$ cat src/rtl/ovl_pkg.sv
package ovl_pkg;
    localparam int unsigned LINE_OFF_W = 6;
    localparam int unsigned LINE_IDX_W = 6;
    localparam int unsigned LINES      = 1 << LINE_IDX_W;
    localparam int unsigned PAGE_OFF_W = LINE_OFF_W + LINE_IDX_W;

    typedef logic [LINES-1:0]      line_vec_t;
    typedef logic [LINE_IDX_W-1:0] line_idx_t;
endpackage

$ cat src/rtl/ovl_match.sv
module ovl_match #(
    parameter int unsigned ENTRIES = 8,
    parameter int unsigned PN_W    = 20,
    parameter int unsigned IDX_W   = 3
) (
    input  logic [ENTRIES-1:0]           valid_i,
    input  logic [ENTRIES-1:0][PN_W-1:0] vpn_i,
    input  logic [PN_W-1:0]              key_i,
    output logic [ENTRIES-1:0]           hit_vec_o,
    output logic                         hit_o,
    output logic [IDX_W-1:0]             idx_o
);
    for (genvar g = 0; g < ENTRIES; g++) begin : g_cmp
        assign hit_vec_o[g] = valid_i[g] && (vpn_i[g] == key_i);
    end

    always_comb begin
        idx_o = '0;
        for (int i = ENTRIES - 1; i >= 0; i--) begin
            if (hit_vec_o[i]) idx_o = IDX_W'(i);
        end
        hit_o = |hit_vec_o;
    end
endmodule

$ cat src/rtl/ovl_table.sv
module ovl_table
    import ovl_pkg::*;
#(
    parameter int unsigned ENTRIES = 8,
    parameter int unsigned PN_W    = 20,
    parameter int unsigned IDX_W   = 3
) (
    input  logic                         clk,
    input  logic                         rst_n,
    input  logic                         set_en_i,
    input  logic [IDX_W-1:0]             set_idx_i,
    input  line_idx_t                    set_line_i,
    input  logic                         fill_en_i,
    input  logic [PN_W-1:0]              fill_vpn_i,
    input  logic [PN_W-1:0]              fill_ppn_i,
    input  logic                         fill_cow_i,
    input  line_vec_t                    fill_bits_i,
    input  logic                         fill_hit_i,
    input  logic [IDX_W-1:0]             fill_idx_i,
    input  logic [ENTRIES-1:0]           inv_vec_i,
    output logic [ENTRIES-1:0]           valid_o,
    output logic [ENTRIES-1:0]           cow_o,
    output logic [ENTRIES-1:0][PN_W-1:0] vpn_o,
    output logic [ENTRIES-1:0][PN_W-1:0] ppn_o,
    output logic [ENTRIES-1:0][LINES-1:0] bits_o
);
    typedef struct packed {
        logic [ENTRIES-1:0]            valid;
        logic [ENTRIES-1:0]            cow;
        logic [ENTRIES-1:0][PN_W-1:0]  vpn;
        logic [ENTRIES-1:0][PN_W-1:0]  ppn;
        logic [ENTRIES-1:0][LINES-1:0] bits;
        logic [IDX_W-1:0]              rr;
    } tbl_t;

    tbl_t             st_d, st_q;
    logic             free_found;
    logic [IDX_W-1:0] free_idx;
    logic [IDX_W-1:0] slot;

    always_comb begin
        st_d       = st_q;
        free_found = 1'b0;
        free_idx   = '0;
        slot       = '0;

        if (set_en_i) st_d.bits[set_idx_i][set_line_i] = 1'b1;

        for (int i = ENTRIES - 1; i >= 0; i--) begin
            if (!st_q.valid[i]) begin
                free_found = 1'b1;
                free_idx   = IDX_W'(i);
            end
        end

        if (fill_en_i) begin
            if (fill_hit_i)      slot = fill_idx_i;
            else if (free_found) slot = free_idx;
            else begin
                slot    = st_q.rr;
                st_d.rr = (st_q.rr == IDX_W'(ENTRIES - 1)) ? '0 : st_q.rr + 1'b1;
            end
            st_d.valid[slot] = 1'b1;
            st_d.vpn[slot]   = fill_vpn_i;
            st_d.ppn[slot]   = fill_ppn_i;
            st_d.cow[slot]   = fill_cow_i;
            st_d.bits[slot]  = fill_bits_i;
        end

        st_d.valid = st_d.valid & ~inv_vec_i;
    end

    always_ff @(posedge clk) begin
        if (!rst_n) st_q <= '0;
        else        st_q <= st_d;
    end

    assign valid_o = st_q.valid;
    assign cow_o   = st_q.cow;
    assign vpn_o   = st_q.vpn;
    assign ppn_o   = st_q.ppn;
    assign bits_o  = st_q.bits;
endmodule

$ cat src/rtl/ovl_addr_gen.sv
module ovl_addr_gen
    import ovl_pkg::*;
#(
    parameter int unsigned PN_W = 20,
    parameter int unsigned VA_W = PN_W + PAGE_OFF_W
) (
    input  logic            hit_i,
    input  logic            to_overlay_i,
    input  logic [PN_W-1:0] ppn_i,
    input  logic [VA_W-1:0] vaddr_i,
    output logic [VA_W:0]   addr_o
);
    always_comb begin
        if (!hit_i)            addr_o = '0;
        else if (to_overlay_i) addr_o = {1'b1, vaddr_i};
        else                   addr_o = {1'b0, ppn_i, vaddr_i[PAGE_OFF_W-1:0]};
    end
endmodule

$ cat src/rtl/ovl_xlate.sv
module ovl_xlate
    import ovl_pkg::*;
#(
    parameter int unsigned ENTRIES = 8,
    parameter int unsigned PN_W    = 20,
    localparam int unsigned VA_W   = PN_W + PAGE_OFF_W,
    localparam int unsigned OUT_W  = VA_W + 1
) (
    input  logic              clk,
    input  logic              rst_n,
    input  logic              req_valid,
    input  logic              req_write,
    input  logic [VA_W-1:0]   req_vaddr,
    input  logic              fill_valid,
    input  logic [PN_W-1:0]   fill_vpn,
    input  logic [PN_W-1:0]   fill_ppn,
    input  logic              fill_cow,
    input  logic [LINES-1:0]  fill_bits,
    input  logic              inv_valid,
    input  logic [PN_W-1:0]   inv_vpn,
    output logic              rsp_valid,
    output logic              rsp_miss,
    output logic              rsp_overlay,
    output logic [OUT_W-1:0]  rsp_addr,
    output logic              upd_valid,
    output logic [PN_W-1:0]   upd_vpn,
    output logic [LINE_IDX_W-1:0] upd_line
);
    localparam int unsigned IDX_W = (ENTRIES > 1) ? $clog2(ENTRIES) : 1;

    typedef struct packed {
        logic             rsp_valid;
        logic             rsp_miss;
        logic             rsp_overlay;
        logic [OUT_W-1:0] rsp_addr;
        logic             upd_valid;
        logic [PN_W-1:0]  upd_vpn;
        line_idx_t        upd_line;
    } out_t;

    out_t out_d, out_q;

    logic [ENTRIES-1:0]            t_valid, t_cow;
    logic [ENTRIES-1:0][PN_W-1:0]  t_vpn, t_ppn;
    logic [ENTRIES-1:0][LINES-1:0] t_bits;

    logic [PN_W-1:0]    req_vpn;
    line_idx_t          req_line;
    logic [ENTRIES-1:0] req_vec, fill_vec, inv_vec_raw;
    logic               req_hit, fill_hit, inv_hit;
    logic [IDX_W-1:0]   req_idx, fill_idx, inv_idx;
    logic               line_set, need_set, to_ovl;
    logic [OUT_W-1:0]   addr_w;

    assign req_vpn  = req_vaddr[VA_W-1:PAGE_OFF_W];
    assign req_line = req_vaddr[PAGE_OFF_W-1:LINE_OFF_W];

    ovl_match #(.ENTRIES(ENTRIES), .PN_W(PN_W), .IDX_W(IDX_W)) i_req_match (
        .valid_i(t_valid), .vpn_i(t_vpn), .key_i(req_vpn),
        .hit_vec_o(req_vec), .hit_o(req_hit), .idx_o(req_idx)
    );

    ovl_match #(.ENTRIES(ENTRIES), .PN_W(PN_W), .IDX_W(IDX_W)) i_fill_match (
        .valid_i(t_valid), .vpn_i(t_vpn), .key_i(fill_vpn),
        .hit_vec_o(fill_vec), .hit_o(fill_hit), .idx_o(fill_idx)
    );

    ovl_match #(.ENTRIES(ENTRIES), .PN_W(PN_W), .IDX_W(IDX_W)) i_inv_match (
        .valid_i(t_valid), .vpn_i(t_vpn), .key_i(inv_vpn),
        .hit_vec_o(inv_vec_raw), .hit_o(inv_hit), .idx_o(inv_idx)
    );

    always_comb begin
        line_set = t_bits[req_idx][req_line];
        need_set = req_valid && req_write && req_hit && t_cow[req_idx] && !line_set;
        to_ovl   = line_set || need_set;
    end

    ovl_table #(.ENTRIES(ENTRIES), .PN_W(PN_W), .IDX_W(IDX_W)) i_table (
        .clk(clk), .rst_n(rst_n),
        .set_en_i(need_set), .set_idx_i(req_idx), .set_line_i(req_line),
        .fill_en_i(fill_valid), .fill_vpn_i(fill_vpn), .fill_ppn_i(fill_ppn),
        .fill_cow_i(fill_cow), .fill_bits_i(fill_bits),
        .fill_hit_i(fill_hit), .fill_idx_i(fill_idx),
        .inv_vec_i(inv_vec_raw & {ENTRIES{inv_valid}}),
        .valid_o(t_valid), .cow_o(t_cow), .vpn_o(t_vpn), .ppn_o(t_ppn), .bits_o(t_bits)
    );

    ovl_addr_gen #(.PN_W(PN_W)) i_addr (
        .hit_i(req_valid && req_hit), .to_overlay_i(to_ovl),
        .ppn_i(t_ppn[req_idx]), .vaddr_i(req_vaddr), .addr_o(addr_w)
    );

    always_comb begin
        out_d             = '0;
        out_d.rsp_valid   = req_valid;
        out_d.rsp_miss    = req_valid && !req_hit;
        out_d.rsp_overlay = req_valid && req_hit && to_ovl;
        out_d.rsp_addr    = addr_w;
        if (need_set) begin
            out_d.upd_valid = 1'b1;
            out_d.upd_vpn   = req_vpn;
            out_d.upd_line  = req_line;
        end
    end

    always_ff @(posedge clk) begin
        if (!rst_n) out_q <= '0;
        else        out_q <= out_d;
    end

    assign rsp_valid   = out_q.rsp_valid;
    assign rsp_miss    = out_q.rsp_miss;
    assign rsp_overlay = out_q.rsp_overlay;
    assign rsp_addr    = out_q.rsp_addr;
    assign upd_valid   = out_q.upd_valid;
    assign upd_vpn     = out_q.upd_vpn;
    assign upd_line    = out_q.upd_line;

    logic unused_ok;
    assign unused_ok = inv_hit ^ (|inv_idx);
endmodule

$ cat config.mk
export PLATFORM = sky130hd
export DESIGN_NAME = ovl_xlate
export DESIGN_NICKNAME = d
export VERILOG_FILES = /design/src/rtl/ovl_pkg.sv /design/src/rtl/ovl_match.sv /design/src/rtl/ovl_table.sv /design/src/rtl/ovl_addr_gen.sv /design/src/rtl/ovl_xlate.sv
export SDC_FILE = /design/constraint.sdc
export NUM_CORES = 2
export LEC_CHECK = 0
export ABC_AREA = 1
export ABC_CLOCK_PERIOD_IN_PS = 9000
export BUFFER_PORTS_ARGS = -buffer_cell sky130_fd_sc_hd__buf_2
export CAP_MARGIN = 25
export CORE_MARGIN = 2
export CORE_UTILIZATION = 50
export CTS_BUF_LIST = sky130_fd_sc_hd__clkbuf_8
export DETAILED_ROUTE_END_ITERATION = 8
export HOLD_SLACK_MARGIN = 0.03
export PLACE_DENSITY = 0.71
export SLEW_MARGIN = 5
export SYNTH_ARGS = -nofsm -noshare
export SYNTH_HDL_FRONTEND = slang
export SYNTH_SLANG_ARGS = --single-unit
export TNS_END_PERCENT = 10
$ cat constraint.sdc
create_clock -name clk -period 9 [get_ports clk]
set_input_delay 1.8 -clock clk [delete_from_list [all_inputs] [get_ports clk]]
set_output_delay 1.8 -clock clk [all_outputs]
set_load 0.03 [all_outputs]
==> summary.md <==
| Metric | Value |
|---|---|
| Status | finished clean |
| # nets final | roughly 8,300 |
| XOR/XNOR Fraction of Synth Area | 1.71% |
| VDD IR max | 0.123 mV |
| Crit path largest cell delay | 0.84 ns |
| WP data required | 9.81 ns |
| Post-synth top area share | approximately a third |
| Adder-cell share of the synthesized area | 0.0474% |
| Hold_buf cts | 0 |
| Post_cts resized | 0 |
| DRT iter0 DRCs | 9,937 |
| Crit end category | register |
| Ports | 226 |
| Multi-input logic area | around 29,000 sq um |
| Slowest CP cell | buf_4 |
| Share of layout cells above drive strength 1 | 8.09% |
| Setup repair bufs after CTS | 0 |
| Seq/Total Area, Yosys | between 30% and 40% |
| Post-route clock period utilization | 83.1% |
| Post-synthesis compound-gate area fraction | between 20% and 30% |
| # clock sinks | between 900 and 1,000 |
| Layout filler cell count | around 11,000 |
| Fmax | roughly 0.13 GHz |
| Synth top area cells | dfxtp_1 35%, nor2_1 9.5%, nand2_1 9.5%, o21ai_0 8.5%, a21oi_1 8.0% |
| Clk Tree Root Cell | clkbuf_8 |
| Worst skew pair latency | between 0.9 and 1 ns |
| CP Max Fanout | 90 |
| Total Power | approximately 9.5 mW |
| CTS buffer count | 164 |
| Worst slew pin tran | around 1.2 ns |
| CTS tree | yes |
| Number of I/O port buffers | between 200 and 250 |
| H-tree Lvls | 4 |
| # setup viols final | 0 |
| Synth async-reset ratio | 0% |
| Synthesis Warnings | 0 |
| DRT Wirelength | 256 mm |
| Initial cell density of the core | between 50 and 60% |
| Post-Synthesis Cells | 8,353 |
| Area growth, synth to finish | 8.92% |
| First-pass GRT wire length | 371 mm |
| DR vias/cell | ~6.4 |
| Crit path arrival time | 8.29 ns |
| Floorplan die height | 329 microns |
| Final setup skew | 0.0535 ns |
| Final global-route overflow total | 0 |
| Max-slew violation count | 0 |
| Largest family of logic cells by synthesized area | simple AND/OR/NAND/NOR gates |
| Tmin final | 7.48 ns |
| Largest net degree at the start of global routing | about 220 |
| Number of flops mapped to enable cells by yosys | 0 |
| Simple-gate share of the synthesized area | approximately a third |
| Cell mode on critical path | nand2_1 |
| Unrepaired setup endpoints after global routing | false |
| Leak | 22.3 nW |
| WL/cell | 26.4 microns |
| Synth Register Bits | 914 |
| Multiplexer share of the synthesized area | 0% |
| Crit Path Category | input pin to register |
| FF-to-FF End | i_table.bits_o[154]$_SDFF_PN0_ |
| Seq. cell area | 18,300 sq um |
| Vias in the first global route | 56,000 |
| Cell with the most instances after synthesis | nor2_1 |
| Final ANT Viol Nets | 0 |
| Top cells by count, synth | 1,338 x nor2_1, 1,332 x nand2_1, 914 x dfxtp_1, 897 x o21ai_0, 846 x a21oi_1 |
| CTS Buffer Depth | 3 |
| HP Class | register to register |
| DRC violations left | 0 |
| Number of max-cap violations | 0 |
| Die width | 329 microns |
| Prevailing post-synth register cell | dfxtp_1 |
| Core Box Area | 105,000 sq um |
| Syn Nets | 8,518 |
| Pwr per Cell Area | 166 nW/um^2 |
| Hold depth | 2 |
| Sum Neg Setup Slack | 0 ns |
| Cell Rows | 119 |
| Mapped Area | 52,800 sq um |
| Routed vias | 62,300 |
| DP Wirelength | 146 mm |
| Drt pass-1 iters | 7 |
| Final hold violation count | 0 |
| Die ar. | 108,000 sq um |
| Syn_area_per_cell | 6.32 sq um |
| Initial antenna violation count | 30 |
| Reg2reg setup slack | 2.59 ns |
| Largest area contributor in the netlist | dfxtp_1 |
| Max_slew headroom | 21.7% |
| Gr usage total | 45.4% |
| Routability-driven placement congestion ratio | 1.04 |
| Unique masters post-synth | 48 |
| Clock-pin slew on the worst setup and hold paths | 0.06 ns |
| Worst-case reg-to-reg path depth | 31 |
| Crit start category | input pin |
per-layer routing:
layer  vias to the layer above  track usage, %  share of wire [%]
li1                      27800               -                  -
met1                     28800            60.5                 38
met2                      4637            65.5                 41
met3                      1091            13.0                 14
met4                        32            25.3                6.2
met5                         -           0.609               0.14
layout by cell type (no fill, tap or decap), drive strengths merged, types with 26 or more instances in the layout:
| master | n |
|---|---|
| nor2 | 1342 |
| nand2 | 1335 |
| dfxtp | 914 |
| o21ai | 902 |
| a21oi | 847 |
| inv | 754 |
| nand4 | 671 |
| nand3 | 391 |
| buf | 354 |
| o22ai | 213 |
| clkbuf | 209 |
| xor2 | 52 |
| xnor2 | 51 |
| nor4 | 49 |
| nor3 | 44 |
| clkinv | 26 |
final cells by class:
cell class | instances | share of cell area, %
antenna | 18 | 0.0783
clock buffer | 209 | 5.00
clock inverter | 83 | 0.923
inverter | 708 | 4.65
multi-input combinational | 6006 | 50.2
sequential | 914 | 31.8
tap | 1391 | 3.03
timing repair buffer | 354 | 4.26
worst max path at each step:
stage                  start                              to  slack, ns  cells past startpoint
6_report       req_vaddr[22]  i_table.bits_o[154]$_SDFF_PN0_       1.52                     28
4_1_cts        req_vaddr[22]  i_table.bits_o[457]$_SDFF_PN0_       1.98                     28
5_1_grt        req_vaddr[27]   i_table.bits_o[17]$_SDFF_PN0_       1.44                     32
3_5_place_dp   req_vaddr[22]  i_table.bits_o[457]$_SDFF_PN0_       1.09                     28
2_1_floorplan  req_vaddr[15]          upd_vpn[16]$_SDFF_PN0_       4.26                     30
3_3_place_gp   req_vaddr[22]  i_table.bits_o[357]$_SDFF_PN0_       1.09                     28
critical path, delay by kind of cell:
family	cells	cell delay, ns
and+or+nand+nor	21	3.25
AOI/OAI and AO/OA	1	0.20
buffers and inverters	6	2.86
metrics by stage:
| step | util [%] | hold slack (ns) | instances | instance area, sq um | worst slack, ns |
|---|---|---|---|---|---|
| final | 54.8 | 0.443 | 9683 | 57500 | 1.52 |
| after CTS | 54.7 | 0.446 | 9661 | 57400 | 1.98 |
| after global placement | 51.3 | 0.430 | 9366 | 53900 | 1.09 |
| after global routing | 54.8 | 0.472 | 9676 | 57500 | 1.44 |
| after floorplan | - | 0.420 | 8353 | 52800 | 4.26 |
| after detailed placement | 51.4 | 0.436 | 9369 | 54000 | 1.09 |
cells by family (layout without fill, tap and decap cells):
logic type | count (synthesis) | count (layout)
and+or+nand+nor | 3862 | 3862
AOI/OAI and AO/OA | 2039 | 2039
buffers and inverters | 1433 | 1354
DFF | 914 | 914
xor gates and xnor gates | 103 | 103
adders and majority gates | 2 | 2
other | 0 | 18
where the power goes:
group	internal [mW]	leakage, nW	switching [mW]	total [mW]
Sequential	4.14	7.40	0.0608	4.20
Combinational	0.287	13.0	0.898	1.18
Clock	2.21	1.93	1.93	4.13
Total	6.63	22.3	2.88	9.52
No activity file was read; power rests on OpenSTA's default activity.
